[src/rtl/dac_load_pkg.sv]
package dac_load_pkg;

    typedef enum logic [2:0] {
        MODE_RISE        = 3'b000,
        MODE_WRITE       = 3'b001,
        MODE_IDLE        = 3'b010,
        MODE_WRITE_ALIAS = 3'b011,
        MODE_FALL        = 3'b100,
        MODE_SQUARE      = 3'b101,
        MODE_RISE_ALT_A  = 3'b110,
        MODE_RISE_ALT_B  = 3'b111
    } load_mode_e;

    typedef struct packed {
        logic on_rise;
        logic on_fall;
        logic on_write;
        logic square;
        logic pin_claim;
    } load_ctl_t;

endpackage

[src/rtl/dac_load_decode.sv]
module dac_load_decode
    import dac_load_pkg::*;
(
    input  logic [2:0] mode,
    output load_ctl_t  ctl
);

    load_ctl_t ctl_d;

    always_comb begin
        ctl_d = '0;
        unique case (load_mode_e'(mode))
            MODE_RISE, MODE_RISE_ALT_A, MODE_RISE_ALT_B: ctl_d.on_rise  = 1'b1;
            MODE_WRITE, MODE_WRITE_ALIAS:                ctl_d.on_write = 1'b1;
            MODE_FALL:                                   ctl_d.on_fall  = 1'b1;
            MODE_SQUARE:                                 ctl_d.square   = 1'b1;
            MODE_IDLE:                                   ctl_d          = '0;
        endcase
        // Any mode that listens to the strobe takes the shared pin.
        ctl_d.pin_claim = ctl_d.on_rise | ctl_d.on_fall | ctl_d.square;
    end

    assign ctl = ctl_d;

endmodule

[src/rtl/dac_load_sync.sv]
module dac_load_sync #(
    parameter int STAGES = 2
) (
    input  logic clk,
    input  logic rst_n,
    input  logic async_in,
    output logic rise,
    output logic fall
);

    localparam int MSB = STAGES - 1;

    logic [MSB:0] chain_d, chain_q;
    logic         last_d, last_q;

    generate
        if (STAGES == 1) begin : g_single
            always_comb chain_d = async_in;
        end else begin : g_multi
            always_comb chain_d = {chain_q[MSB-1:0], async_in};
        end
    endgenerate

    always_comb last_d = chain_q[MSB];

    always_ff @(posedge clk or negedge rst_n) begin
        if (!rst_n) begin
            chain_q <= '0;
            last_q  <= 1'b0;
        end else begin
            chain_q <= chain_d;
            last_q  <= last_d;
        end
    end

    assign rise = chain_q[MSB] & ~last_q;
    assign fall = ~chain_q[MSB] & last_q;

endmodule

[src/rtl/dac_load_core.sv]
module dac_load_core
    import dac_load_pkg::*;
#(
    parameter int DATA_W = 12
) (
    input  logic              clk,
    input  logic              rst_n,
    input  logic              stg_wr_en,
    input  logic [DATA_W-1:0] stg_wr_data,
    input  logic              out_wr_en,
    input  logic [DATA_W-1:0] out_wr_data,
    input  logic              mode_wr_en,
    input  logic [2:0]        mode_wr_data,
    input  logic              load_rise,
    input  logic              load_fall,
    input  load_ctl_t         ctl,
    output logic [2:0]        mode_q,
    output logic              sel_stg_q,
    output logic [DATA_W-1:0] code
);

    typedef struct packed {
        logic [DATA_W-1:0] stg;
        logic [DATA_W-1:0] outr;
        logic [2:0]        mode;
        logic              sel_stg;
    } regs_t;

    regs_t r_d, r_q;

    always_comb begin
        r_d = r_q;

        if (mode_wr_en) begin
            r_d.mode    = mode_wr_data;
            r_d.sel_stg = 1'b0;
        end

        if (stg_wr_en) begin
            r_d.stg = stg_wr_data;
            if (ctl.on_write) r_d.outr = stg_wr_data;
        end

        // Edge transfers move the value held before this cycle.
        if ((ctl.on_rise && load_rise) || (ctl.on_fall && load_fall))
            r_d.outr = r_q.stg;

        if (ctl.square && !mode_wr_en) begin
            if (load_fall) r_d.sel_stg = 1'b1;
            if (load_rise) r_d.sel_stg = 1'b0;
        end

        // A direct write wins over any transfer in the same cycle.
        if (out_wr_en) r_d.outr = out_wr_data;
    end

    always_ff @(posedge clk or negedge rst_n) begin
        if (!rst_n) r_q <= '0;
        else        r_q <= r_d;
    end

    assign mode_q    = r_q.mode;
    assign sel_stg_q = r_q.sel_stg;
    assign code      = (ctl.square && r_q.sel_stg) ? r_q.stg : r_q.outr;

endmodule

[src/rtl/dac_load_ctrl.sv]
module dac_load_ctrl
    import dac_load_pkg::*;
#(
    parameter int DATA_W      = 12,
    parameter int SYNC_STAGES = 2
) (
    input  logic              clk,
    input  logic              rst_n,
    input  logic              stg_wr_en,
    input  logic [DATA_W-1:0] stg_wr_data,
    input  logic              out_wr_en,
    input  logic [DATA_W-1:0] out_wr_data,
    input  logic              mode_wr_en,
    input  logic [2:0]        mode_wr_data,
    input  logic              load_in,
    output logic [DATA_W-1:0] dac_code,
    output logic              pin_alt_en
);

    logic      load_rise, load_fall;
    logic [2:0] mode_q;
    logic      sq_sel_stg;
    load_ctl_t ctl;

    dac_load_sync #(.STAGES(SYNC_STAGES)) u_sync (
        .clk      (clk),
        .rst_n    (rst_n),
        .async_in (load_in),
        .rise     (load_rise),
        .fall     (load_fall)
    );

    dac_load_decode u_decode (
        .mode (mode_q),
        .ctl  (ctl)
    );

    dac_load_core #(.DATA_W(DATA_W)) u_core (
        .clk          (clk),
        .rst_n        (rst_n),
        .stg_wr_en    (stg_wr_en),
        .stg_wr_data  (stg_wr_data),
        .out_wr_en    (out_wr_en),
        .out_wr_data  (out_wr_data),
        .mode_wr_en   (mode_wr_en),
        .mode_wr_data (mode_wr_data),
        .load_rise    (load_rise),
        .load_fall    (load_fall),
        .ctl          (ctl),
        .mode_q       (mode_q),
        .sel_stg_q    (sq_sel_stg),
        .code         (dac_code)
    );

    assign pin_alt_en = ctl.pin_claim;

endmodule

[config.mk]
export PLATFORM = sky130hd
export DESIGN_NAME = dac_load_ctrl
export DESIGN_NICKNAME = d
export VERILOG_FILES = /design/src/rtl/dac_load_pkg.sv /design/src/rtl/dac_load_decode.sv /design/src/rtl/dac_load_sync.sv /design/src/rtl/dac_load_core.sv /design/src/rtl/dac_load_ctrl.sv
export SDC_FILE = /design/constraint.sdc
export NUM_CORES = 1
export LEC_CHECK = 0
export ABC_AREA = 0
export BUFFER_PORTS_ARGS = -buffer_cell sky130_fd_sc_hd__buf_4
export CAP_MARGIN = 20
export CORE_UTILIZATION = 52
export CTS_CLUSTER_DIAMETER = 80
export CTS_CLUSTER_SIZE = 30
export DETAILED_ROUTE_END_ITERATION = 8
export GPL_TIMING_DRIVEN = 0
export PLACE_DENSITY_LB_ADDON = 0.25
export SYNTH_ARGS = -nofsm -noshare
export SYNTH_HDL_FRONTEND = slang
export SYNTH_SLANG_ARGS = --single-unit
[constraint.sdc]
create_clock -name clk -period 1.72 [get_ports clk]
set_input_delay 0.086 -clock clk [delete_from_list [all_inputs] [get_ports clk]]
set_output_delay 0.086 -clock clk [all_outputs]
set_load 0.005 [all_outputs]
==> impl_metrics.ini <==
[status]
status = finished with violations
violations = setup timing

[floorplanning]
coreArea_um2 = 3130
io-pin-count = 46
initial_utilization = 0.561
fp.dieArea_um2 = 3610
die_h_um = 60.1
num_rows = 20
die_w_um = 60.1

[setup_path]
r2r_cells = 5
critical_path.startpoint = u_sync.last_q
end_kind = flop
cp.arrival_ns = 1.97
critPathLaunchType = flop
r2r_start = u_sync.last_q
rrSetupSlack_ns = -0.02
critPathRequiredTime_ns = 1.95
worst-path-max-fanout = 10
reg2reg_to = u_core.r_q[15]
endpoint = u_core.r_q[15]
crit_type = flop to flop

[clocking]
cts.sinks = 31
cts.clk_slew.worst_paths_ns = 0.11
cts_tree = done
h-tree-depth = 2
clock_path_buffers = 2
worstSkewPairLatency_ns = 0.35
cts_inserted_buffers = 5
root_buffer = clkbuf_4

[placement]
place_hpwl_um = 3060
io_buffers = 44
dp.cells = 238
dpl_cell_area_um2 = 2140
gpl.final_weighted_congestion = 0.858

[routing]
vias_per_cell = 5.88
ant_nets = 0
dr.pass1.iters = 4
via_count = 1582
wl_um = 4730
wl_per_cell_um = 17.6
drc_errors = 0
drtIter0Drc = 66

[logic_synthesis]
syn_nets = 183
synth-main-ff-cell = dfrtp_1
synth-edff-count = 0
synth_most_common_cell = dfrtp_1
synth_common_cells = 31 x dfrtp_1, 27 x mux2_2, 13 x a21oi_1
netlist_instances = 150
yosysUniqueCellTypes = 28
syn_area_um2 = 1750
synthTopCellsByArea = dfrtp_1 44%, mux2_2 17%, o41ai_2 9.3%, a211oi_1 5.1%, nor2b_1 4.3%
seq_area_frac_synth = 0.442
synth.largest_area_cell = dfrtp_1
ys_warn_count = 0
synthArstFlopShare = 1.00
avgSynthCellArea_um2 = 11.7
ys_ff_latch = 31
synth_top_area_frac = 0.442

[global_routing]
antenna_found_initial = 0
grt_first_pass_wirelength_um = 7450
grt_usage = 0.290
grt_max_degree = 32
overflow = 0
grt_pass1_vias = 1586

[power_and_ir_drop]
peakVddDrop_uv = 520
swShare = 0.309
leakage_nw = 1.07
power.switching_uw = 586
pwr-share-comb = 0.303
p_seq_frac = 0.469
p_clk_frac = 0.228
p_per_area_nw_per_um2 = 760
intPower_mw = 1.31

[worst_hold_path]
min_path_type = input pin to flop
min_from = stg_wr_en

[layout]
nets = 257
syn_to_final_growth_pct = 42.3
fin_area_um2 = 2500
diodes = 0
fin_cells = 269
drive_gt1_frac = 0.511

[run]
drv_cap = 0

[sta]
drv_slew = 0
setup_tns_ns = -0.0370
tightestPinTransition_ns = 0.672
period_needed_ns = 1.74
finClkSkew_ns = 0.0108
setup_viol = 4
max_freq_ghz = 0.576
period_share = 1.01
layout_setup_ws_ns = -0.0154
timing.slew.headroom = 0.552
rsz0062_at_grt = yes
finalHoldViolations = 0
-- placed cells by master (no fill, tap or decap), types with 8 or more instances in the layout --
cell type,instances
dfrtp_1,29
nor2b_1,12
dlygate4sd3_1,18
a211oi_1,12
o41ai_2,9
mux2_2,27
nand3_1,12
a21oi_1,8
buf_4,49
-- final cells by class --
class	instances	area, um^2
plain buffers	12	86.3
clock buffers	5	37.5
clock inverters	3	20.0
fillers	193	632
inverters	2	7.51
multi-input cells	105	966
flip-flops and latches	31	778
well taps	44	55.1
repair buffers	67	546
-- metrics by stage --
step / worst slack [ns] / power (mW) / util / hold WS [ns]
after floorplan: 0.137 / 1.16 / - / -0.210
after global placement: -0.0776 / 1.37 / 0.684 / 0.0382
after global routing: -0.0839 / 1.99 / 0.798 / 0.0134
after detailed placement: -0.126 / 1.39 / 0.684 / 0.0395
after CTS: -0.0189 / 1.87 / 0.780 / 0.0206
final: -0.0154 / 1.90 / 0.798 / 0.0236
-- cell families (layout without fill, tap and decap cells) --
family | count (synthesis) | in the layout | synth area share
simple gates | 37 | 37 | 0.137
mux | 27 | 27 | 0.173
buf+inv | 14 | 89 | 0.0399
compound gates | 41 | 41 | 0.208
flops | 31 | 31 | 0.442
-- registers in the layout (all words and copies together), names as in the netlist --
| register | count |
|---|---|
| u_sync.chain_q | 2 |
| u_core.r_q | 24 |
| u_sync.last_q | 1 |
| u_core.sel_stg_q | 1 |
| u_core.mode_q | 3 |
-- worst min-delay path by stage --
stage                            end  slack [ns]  depth (start not counted)
global route          u_core.r_q[16]        0.01                          2
finish                u_core.r_q[16]        0.02                          2
floorplan           u_core.mode_q[0]       -0.21                          0
global placement      u_core.r_q[22]        0.04                          1
detailed placement    u_core.r_q[22]        0.04                          1
CTS                   u_core.r_q[17]        0.02                          2
-- worst max-delay path, cell delays in order (launching register included) --
cell	delay, ns
dfrtp_1	0.41
nand4b_2	0.28
and3b_4	0.24
and2_4	0.17
buf_6	0.16
o41ai_2	0.37
-- repair_timing --
action                     CTS  global route
gates cloned                 0             0
hold endpoints to repair    48             0
hold buffers                18             0
pin swaps                    1             2
buffers inserted             4             1
setup endpoints to repair   21            22
gates resized for setup     11            11
-- power groups by stage --
stage / Clock, mW / Combinational (mW) / Sequential [mW]
floorplan: 0 / 0.287 / 0.876
global placement: 0 / 0.478 / 0.890
detailed placement: 0 / 0.493 / 0.899
CTS: 0.438 / 0.546 / 0.884
global route: 0.478 / 0.618 / 0.897
finish: 0.433 / 0.575 / 0.889
-- routing by layer --
metal,share of wire,vias up,GRT usage
li1,-,721,-
met1,0.43,778,0.360
met2,0.50,67,0.468
met3,0.047,16,0.0563
met4,0.029,0,0.169
met5,0,-,0
(Power assumes the default switching activity.)
